[config.mk]
export PLATFORM = sky130hd
export DESIGN_NAME = irq_regfile_top
export DESIGN_NICKNAME = d
export VERILOG_FILES = /design/src/rtl/irq_regfile_pkg.sv /design/src/rtl/irq_regfile_decode.sv /design/src/rtl/irq_redir_table.sv /design/src/rtl/irq_regfile_top.sv
export SDC_FILE = /design/constraint.sdc
export NUM_CORES = 2
export LEC_CHECK = 0
export BUFFER_PORTS_ARGS = -buffer_cell sky130_fd_sc_hd__buf_4
export CORE_AREA = 2 2 631 633
export CTS_CLUSTER_DIAMETER = 30
export DETAILED_ROUTE_END_ITERATION = 7
export DIE_AREA = 0 0 633 635
export PLACE_DENSITY = 0.36
export SYNTH_ARGS = -nofsm -noshare
export SYNTH_HDL_FRONTEND = slang
export SYNTH_HIERARCHICAL = 1
export SYNTH_SLANG_ARGS = --single-unit
export TNS_END_PERCENT = 50
[constraint.sdc]
create_clock -name clk -period 3.76 [get_ports clk]
set_input_delay 0.376 -clock clk [delete_from_list [all_inputs] [get_ports clk]]
set_output_delay 0.376 -clock clk [all_outputs]
set_load 0.01 [all_outputs]
[src/rtl/irq_regfile_pkg.sv]
`timescale 1ns/1ps
package irq_regfile_pkg;

    localparam int BUS_AW   = 12;
    localparam int BUS_DW   = 32;
    localparam int SEL_W    = 8;
    localparam int OFS_W    = 8;
    localparam int ENT_W    = 64;
    localparam int HALF_W   = ENT_W / 2;
    localparam int SIZE_W   = 3;

    // Bus offsets (low address byte)
    localparam logic [OFS_W-1:0] OFS_SEL = 8'h00;
    localparam logic [OFS_W-1:0] OFS_WIN = 8'h10;

    // Window indices
    localparam logic [SEL_W-1:0] IDX_ID  = 8'h00;
    localparam logic [SEL_W-1:0] IDX_VER = 8'h01;
    localparam logic [SEL_W-1:0] IDX_ARB = 8'h02;
    localparam logic [SEL_W-1:0] IDX_TBL = 8'h10;

    localparam logic [SIZE_W-1:0] WIN_SIZE = 3'd4;

    // Field layout
    localparam int ID_LSB   = 24;
    localparam int ID_W     = 4;
    localparam int CNT_LSB  = 16;
    localparam int MASK_BIT = 16;
    localparam logic [7:0] VER_CODE = 8'h11;

    typedef enum logic [2:0] {
        TGT_NONE,
        TGT_SEL,
        TGT_ID,
        TGT_VER,
        TGT_ARB,
        TGT_TBL
    } tgt_e;

    typedef struct packed {
        tgt_e             tgt;
        logic             size_ok;
        logic             hi_half;
        logic [SEL_W-1:0] ent;
    } acc_s;

    function automatic logic [BUS_DW-1:0] ver_word(input int pins);
        logic [7:0] cnt;
        cnt = 8'(pins - 1);
        return BUS_DW'(VER_CODE) | (BUS_DW'(cnt) << CNT_LSB);
    endfunction

    function automatic logic [ENT_W-1:0] ent_reset();
        return ENT_W'(1) << MASK_BIT;
    endfunction

endpackage

[src/rtl/irq_regfile_decode.sv]
`timescale 1ns/1ps
module irq_regfile_decode
    import irq_regfile_pkg::*;
#(
    parameter int NUM_PINS = 24
) (
    input  logic [OFS_W-1:0]  off,
    input  logic [SIZE_W-1:0] size,
    input  logic [SEL_W-1:0]  sel_q,
    output acc_s              acc
);

    logic [SEL_W-1:0] rel;
    logic [SEL_W-1:0] ent_idx;

    assign rel     = sel_q - IDX_TBL;
    assign ent_idx = {1'b0, rel[SEL_W-1:1]};

    always_comb begin
        acc         = '0;
        acc.tgt     = TGT_NONE;
        acc.size_ok = (size == WIN_SIZE);
        acc.hi_half = rel[0];
        acc.ent     = ent_idx;
        if (off == OFS_SEL) begin
            acc.tgt = TGT_SEL;
        end else if (off == OFS_WIN) begin
            if (sel_q == IDX_ID) begin
                acc.tgt = TGT_ID;
            end else if (sel_q == IDX_VER) begin
                acc.tgt = TGT_VER;
            end else if (sel_q == IDX_ARB) begin
                acc.tgt = TGT_ARB;
            end else if (sel_q >= IDX_TBL && int'(ent_idx) < NUM_PINS) begin
                acc.tgt = TGT_TBL;
            end
        end
    end

endmodule

[src/rtl/irq_redir_table.sv]
`timescale 1ns/1ps
module irq_redir_table
    import irq_regfile_pkg::*;
#(
    parameter int NUM_PINS = 24,
    parameter int EW       = (NUM_PINS > 1) ? $clog2(NUM_PINS) : 1
) (
    input  logic                      clk,
    input  logic                      rst,
    input  logic                      wr_en,
    input  logic                      wr_hi,
    input  logic [EW-1:0]             wr_ent,
    input  logic [HALF_W-1:0]         wr_data,
    input  logic                      rd_hi,
    input  logic [EW-1:0]             rd_ent,
    output logic [HALF_W-1:0]         rd_word,
    output logic [NUM_PINS*ENT_W-1:0] table_flat
);

    for (genvar g = 0; g < NUM_PINS; g++) begin : g_ent
        logic [ENT_W-1:0] ent_q;
        logic             hit;

        assign hit = wr_en && (wr_ent == EW'(g));

        always_ff @(posedge clk) begin
            if (rst) begin
                ent_q <= ent_reset();
            end else if (hit) begin
                if (wr_hi) begin
                    ent_q[ENT_W-1:HALF_W] <= wr_data;
                end else begin
                    ent_q[HALF_W-1:0] <= wr_data;
                end
            end
        end

        assign table_flat[g*ENT_W +: ENT_W] = ent_q;
    end

    always_comb begin
        rd_word = '0;
        for (int i = 0; i < NUM_PINS; i++) begin
            if (rd_ent == EW'(i)) begin
                rd_word = rd_hi ? table_flat[i*ENT_W + HALF_W +: HALF_W]
                                : table_flat[i*ENT_W +: HALF_W];
            end
        end
    end

endmodule

[src/rtl/irq_regfile_top.sv]
`timescale 1ns/1ps
module irq_regfile_top
    import irq_regfile_pkg::*;
#(
    parameter int NUM_PINS = 24
) (
    input  logic                      clk,
    input  logic                      rst,
    input  logic [BUS_AW-1:0]         bus_addr,
    input  logic                      bus_rd,
    input  logic                      bus_wr,
    input  logic [SIZE_W-1:0]         bus_size,
    input  logic [BUS_DW-1:0]         bus_wdata,
    output logic [BUS_DW-1:0]         bus_rdata,
    output logic [NUM_PINS*ENT_W-1:0] tbl_q,
    output logic                      tbl_wr_pulse
);

    localparam int EW = (NUM_PINS > 1) ? $clog2(NUM_PINS) : 1;

    logic [SEL_W-1:0]  sel_q;
    logic [ID_W-1:0]   id_q;
    logic              strobe_q;
    acc_s              acc;
    logic              tbl_we;
    logic [HALF_W-1:0] tbl_rd_word;
    logic              unused_addr_hi;
    logic              unused_ent_hi;

    assign unused_addr_hi = ^bus_addr[BUS_AW-1:OFS_W];
    assign unused_ent_hi  = ^acc.ent[SEL_W-1:EW];

    irq_regfile_decode #(.NUM_PINS(NUM_PINS)) dec_i (
        .off   (bus_addr[OFS_W-1:0]),
        .size  (bus_size),
        .sel_q (sel_q),
        .acc   (acc)
    );

    assign tbl_we = bus_wr && acc.size_ok && (acc.tgt == TGT_TBL);

    irq_redir_table #(.NUM_PINS(NUM_PINS), .EW(EW)) tbl_i (
        .clk        (clk),
        .rst        (rst),
        .wr_en      (tbl_we),
        .wr_hi      (acc.hi_half),
        .wr_ent     (acc.ent[EW-1:0]),
        .wr_data    (bus_wdata),
        .rd_hi      (acc.hi_half),
        .rd_ent     (acc.ent[EW-1:0]),
        .rd_word    (tbl_rd_word),
        .table_flat (tbl_q)
    );

    always_ff @(posedge clk) begin
        if (rst) begin
            sel_q    <= '0;
            id_q     <= '0;
            strobe_q <= 1'b0;
        end else begin
            strobe_q <= tbl_we;
            if (bus_wr && acc.tgt == TGT_SEL) begin
                sel_q <= bus_wdata[SEL_W-1:0];
            end
            if (bus_wr && acc.size_ok && acc.tgt == TGT_ID) begin
                id_q <= bus_wdata[ID_LSB +: ID_W];
            end
        end
    end

    assign tbl_wr_pulse = strobe_q;

    always_comb begin
        bus_rdata = '0;
        if (bus_rd) begin
            case (acc.tgt)
                TGT_SEL: bus_rdata = BUS_DW'(sel_q);
                TGT_ID:  if (acc.size_ok) bus_rdata = BUS_DW'(id_q) << ID_LSB;
                TGT_VER: if (acc.size_ok) bus_rdata = ver_word(NUM_PINS);
                TGT_TBL: if (acc.size_ok) bus_rdata = tbl_rd_word;
                default: bus_rdata = '0;
            endcase
        end
    end

endmodule

### Word level (Yosys, flattened, before mapping)

Index checks and enable logic that the tools add are counted.

* input bits: 51
* word-level logic and storage cells: 225
* register bits after elaboration: 1549

* add/subtract/negate cells: 1
* $lt $le $gt $ge: 2
* reduce and logical (&&, ||, !) cells: 80
* mux-type cells: 59
* equal/unequal tests: 31
* bitwise operators: 1

Operators with widths (number)
* 32-bit two-way mux: 50
* 32-bit one-hot mux with 4 select lines: 1
* 2-bit AND reduction: 48
* 5-bit by 4-bit equality test with 1-bit output, second input constant: 8
* 5-bit equality test, second input constant: 8
* 1-bit logical AND: 29
* 28-bit two-way mux: 1
* 21-bit two-way mux: 1
* 5-bit by 3-bit equality test with 1-bit output, second input constant: 4
* 3-bit two-way mux: 6
* 8-bit logical NOT: 2
* 5-bit by 2-bit equality test with 1-bit output, second input constant: 2
* 8-bit by 1-bit equality test with 1-bit output, second input constant: 1
* 8-bit by 2-bit equality test with 1-bit output, second input constant: 1
* 8-bit by 5-bit equality test with 1-bit output, second input constant: 1
* 8-bit by 5-bit greater-or-equal comparator with 1-bit output, second input constant: 1
* 8-bit by 5-bit subtractor with 8-bit output, second input constant: 1
* 7-bit by 5-bit less-than comparator with 1-bit output, second input constant: 1
* 3-bit by 2-bit equality test with 1-bit output, second input constant: 2
* 3-bit equality test, second input constant: 2
* 5-bit by 1-bit equality test with 1-bit output, second input constant: 1
* 5-bit logical NOT: 1
* 3-bit by 1-bit equality test with 1-bit output, second input constant: 1
* 1-bit NOT: 1

### Depth between registers and ports, before layout

* depth after elaboration: 29
* gate-level depth with buffers: 14

### By module

The synthesis kept the hierarchy.

Modules (own cells, without submodules)
* irq_redir_table: instances 1, area each 67726.2 µm², cells each 8670
* irq_regfile_top: instances 1, area each 894.6 µm², cells each 112
* irq_regfile_decode: instances 1, area each 232.7 µm², cells each 34

### Worst setup path after synthesis

Ideal clock, no wire load.

* path type: flip-flop to flip-flop
* start point: register sel_q[4]
* end point: register tbl_i.g_ent[4].ent_q[16]
* path buffers: 2
* cell stages (with the launch flop): 15
* data required time: 3.638 ns
* slack: 0.357 ns
* data arrival time: 3.280 ns
* library setup time: 0.122 ns
* cells stage by stage: dfxtp_1 inv_1 ha_1 nor2b_1 and4_1 a311oi_2 and4b_1 buf_4 and2_1 nand2b_1 nor3_1 nand2_1 clkbuf_1 nand2_1 nand3b_1

RTL lines
* start: declaration: line irq_regfile_top.sv:21 `logic [SEL_W-1:0] sel_q;`
* start signal: assignment: line irq_regfile_top.sv:63 `sel_q <= bus_wdata[SEL_W-1:0];`
* end signal: assignment: line irq_redir_table.sv:28 `ent_q <= ent_reset();`
* end signal: indexed assignment: line irq_redir_table.sv:31 `ent_q[ENT_W-1:HALF_W] <= wr_data;`
* end signal: indexed assignment: line irq_redir_table.sv:33 `ent_q[HALF_W-1:0] <= wr_data;`
* end: declaration: line irq_redir_table.sv:21 `logic [ENT_W-1:0] ent_q;`

==> impl_metrics.csv <==
group,metric,value,unit
floorplanning,initial_utilization,17.4,%
setup_path,cp-start-kind,"flop",
floorplanning,die_x,633,µm
hold_path,hp-class,"input port to flop",
global_routing,grt_pass1_vias,76900,
global_routing,grt_pass1_wl,788000,µm
placed_design,place_inst,15800,
sta,relSlewSlack,18.5,%
hold_path,hp-start,"bus_wdata[2]",
hold_path,hold_depth,3,
global_routing,antenna_found_initial,25,
clocking,cts.path.max_buffers,4,
placed_design,port_buffers,1615,
sta,max_freq,214,MHz
pwr,leakagePower,43.5,nW
floorplanning,die_area,402000,µm²
detailed_routing,wirelength,622000,µm
setup_path,path_cells,"inv_2 -> ha_4 -> inv_6 -> buf_12 -> and3b_4 -> nand2_4 -> buf_12 -> buf_12 -> buf_8 -> buf_6 -> buf_4 -> o22ai_2 -> or4b_4 -> a211oi_2 -> buf_4 -> o21ai_1 -> and3_4 -> buf_6",
setup_path,slowest_delay,650,ps
sta,setup_viol,32,
pwr,peakVddDrop,0.000427,V
setup_path,reg2reg_from,"sel_q[4]$_SDFFE_PP0P_",
setup_path,cpMaxStageDelayCell,"or4b_4",
global_routing,grt_max_degree,117,
run_status,outcome,"finished with violations",
detailed_routing,drtAntennaViolNets,0,
detailed_routing,drtIter0Drc,8565,
final_layout,final_core_util,29.6,%
sta,layout_worst_path_cycle_share,124,%
sta,final-hold-violation-count,0,
setup_path,r2r_end,"tbl_i/g_ent[0].ent_q[8]$_SDFFE_PP0P_",
clocking,clk_pin_slew,40,ps
final_layout,final_cells,16900,
detailed_routing,wl_per_cell,36.9,µm
setup_path,critPathLaunch,"sel_q[4]$_SDFFE_PP0P_",
global_routing,grt_usage,29.3,%
setup_path,worst-setup-path-type,"flop to output pin",
run_status,violations,"design-rule violations, negative setup slack",
setup_path,cp_top_family,"simple AND/OR/NAND/NOR gates",
detailed_routing,route.vias.total,81600,
hold_path,hold_end,"tbl_i/g_ent[21].ent_q[34]$_SDFFE_PP0P_",
run,cap_violations,0,
sta,tns,-25450,ps
floorplanning,die_y,635,µm
detailed_routing,firstDrtPassIters,8,
sta,clock_skew,101,ps
clocking,clk_latency,1010,ps
setup_path,worst-path-buf-inv,10,
detailed_routing,routed_via_density,4.84,
pwr,finalPower,58.9,mW
floorplanning,io_pins,1620,
clocking,cts_root_buffer,"clkbuf_16",
pwr,p_per_area,504,nW/µm²
detailed_routing,drc,2,
synth,syn_nets,8864,
setup_path,cp_common_cell,"buf_12",
sta,tightest_slew,1220,ps
synth,postSynthCellCount,8811,
synth,syn_area_per_cell,7.81,µm²
clocking,cts_tree,"done",
placed_design,dpl.hpwl,472000,µm
synth,synth_area,68800,µm²
sta,setup_ws,-903,ps
setup_path,cp_data_arrival_time,4290,ps
synth,synth_warnings,6,
setup_path,crit_required,3380,ps
setup_path,endpoint_kind,"output pin",
floorplanning,coreArea,395000,µm²
clocking,cts_inserted_buffers,476,
setup_path,crit_fanout,8,
floorplanning,fp-row-count,231,
global_routing,overflow,0,
sta,hold_ws,60.9,ps
final_layout,synthToLayoutAreaGrowth,69.8,%
final_layout,drive_gt1_share,36.7,%
setup_path,reg2reg_slack,130,ps
setup_path,worstRegToRegCells,17,
sta,fin_crit,4660,ps
clocking,htreeDepth,5,
sta,rsz0062_at_grt,"true",
placed_design,place_congestion,0.946,
final_layout,nets,11200,
clocking,cts_sinks,1549,
sta,drv_slew,0,
worst max path at each step:
stage	endpoint	slack, ps	depth (start not counted)
detailed placement	bus_rdata[8]	-810	13
CTS	bus_rdata[27]	-1020	17
floorplan	tbl_i/g_ent[4].ent_q[16]$_SDFFE_PP1P_	380	14
finish	bus_rdata[23]	-900	18
global route	bus_rdata[27]	-1000	18
global placement	bus_rdata[8]	-910	13
area by class of cell:
| type | instances | area [µm²] |
|---|---|---|
| Antenna cell | 16 | 40.0 |
| Inverter | 6 | 28.8 |
| Sequential cell | 1549 | 31000 |
| Clock inverter | 203 | 2690 |
| Timing Repair Buffer | 2758 | 25000 |
| Clock buffer | 678 | 14000 |
| Fill cell | 41800 | 278000 |
| Multi-Input combinational cell | 6400 | 37500 |
| Tap cell | 5242 | 6560 |
stage by stage:
| stage | cell area, µm² | setup WS, ps |
|---|---|---|
| after floorplan | 68800 | 384 |
| after global placement | 94700 | -908 |
| after detailed placement | 94700 | -807 |
| after CTS | 115000 | -1020 |
| after global routing | 117000 | -997 |
| final | 117000 | -903 |
metal layers:
metal  routed length, µm  vias up  GRT usage (%)
met2              293000     4530           49.0
met1              232000    40900           33.4
met3               48800     1105           6.82
met5                  32        -              0
li1                    -    35000              -
met4               48900        4           18.9
report_power, final:
part | switching (mW) | leakage [nW] | internal [mW]
Clock | 12.4 | 8.26 | 28.7
Combinational | 1.12 | 22.8 | 0.194
Sequential | 0.000173 | 12.5 | 16.5
worst reg2reg max path: cells and delay by family, from the launching register on:
family,cells,cell delay (ps)
buffers and inverters,6,1040
and+or+nand+nor,8,1500
DFF,1,320
adders and majority gates,1,250
AOI/OAI and AO/OA,2,340
timing repair:
item                                    CTS  global route
hold buffers                             25             0
hold endpoints to repair                347             0
cloned                                   15             9
gates resized for setup                 551           258
endpoints found under the setup margin  404           601
pin swaps                                87           118
buffers inserted                         58            77
cells in the final DEF (no fill, tap or decap), drive strengths merged, types with 36 or more instances in the layout:
cell type,n
clkinv,142
dfxtp,1549
bufinv,47
clkbuf,687
a221oi,58
mux4,36
mux2i,496
nand2,3153
a21oi,1559
mux2,158
o21ai,130
o22ai,113
buf,2721
a211oi,116
nor2b,66
nor2,106
state kept, by name, summed over array words and instances, names as in the netlist:
| register | cells |
|---|---|
| tbl_wr_pulse | 1 |
| tbl_i/g_ent.ent_q | 1536 |
| id_q | 4 |
| sel_q | 8 |
Power figures use the tool's default switching activity.
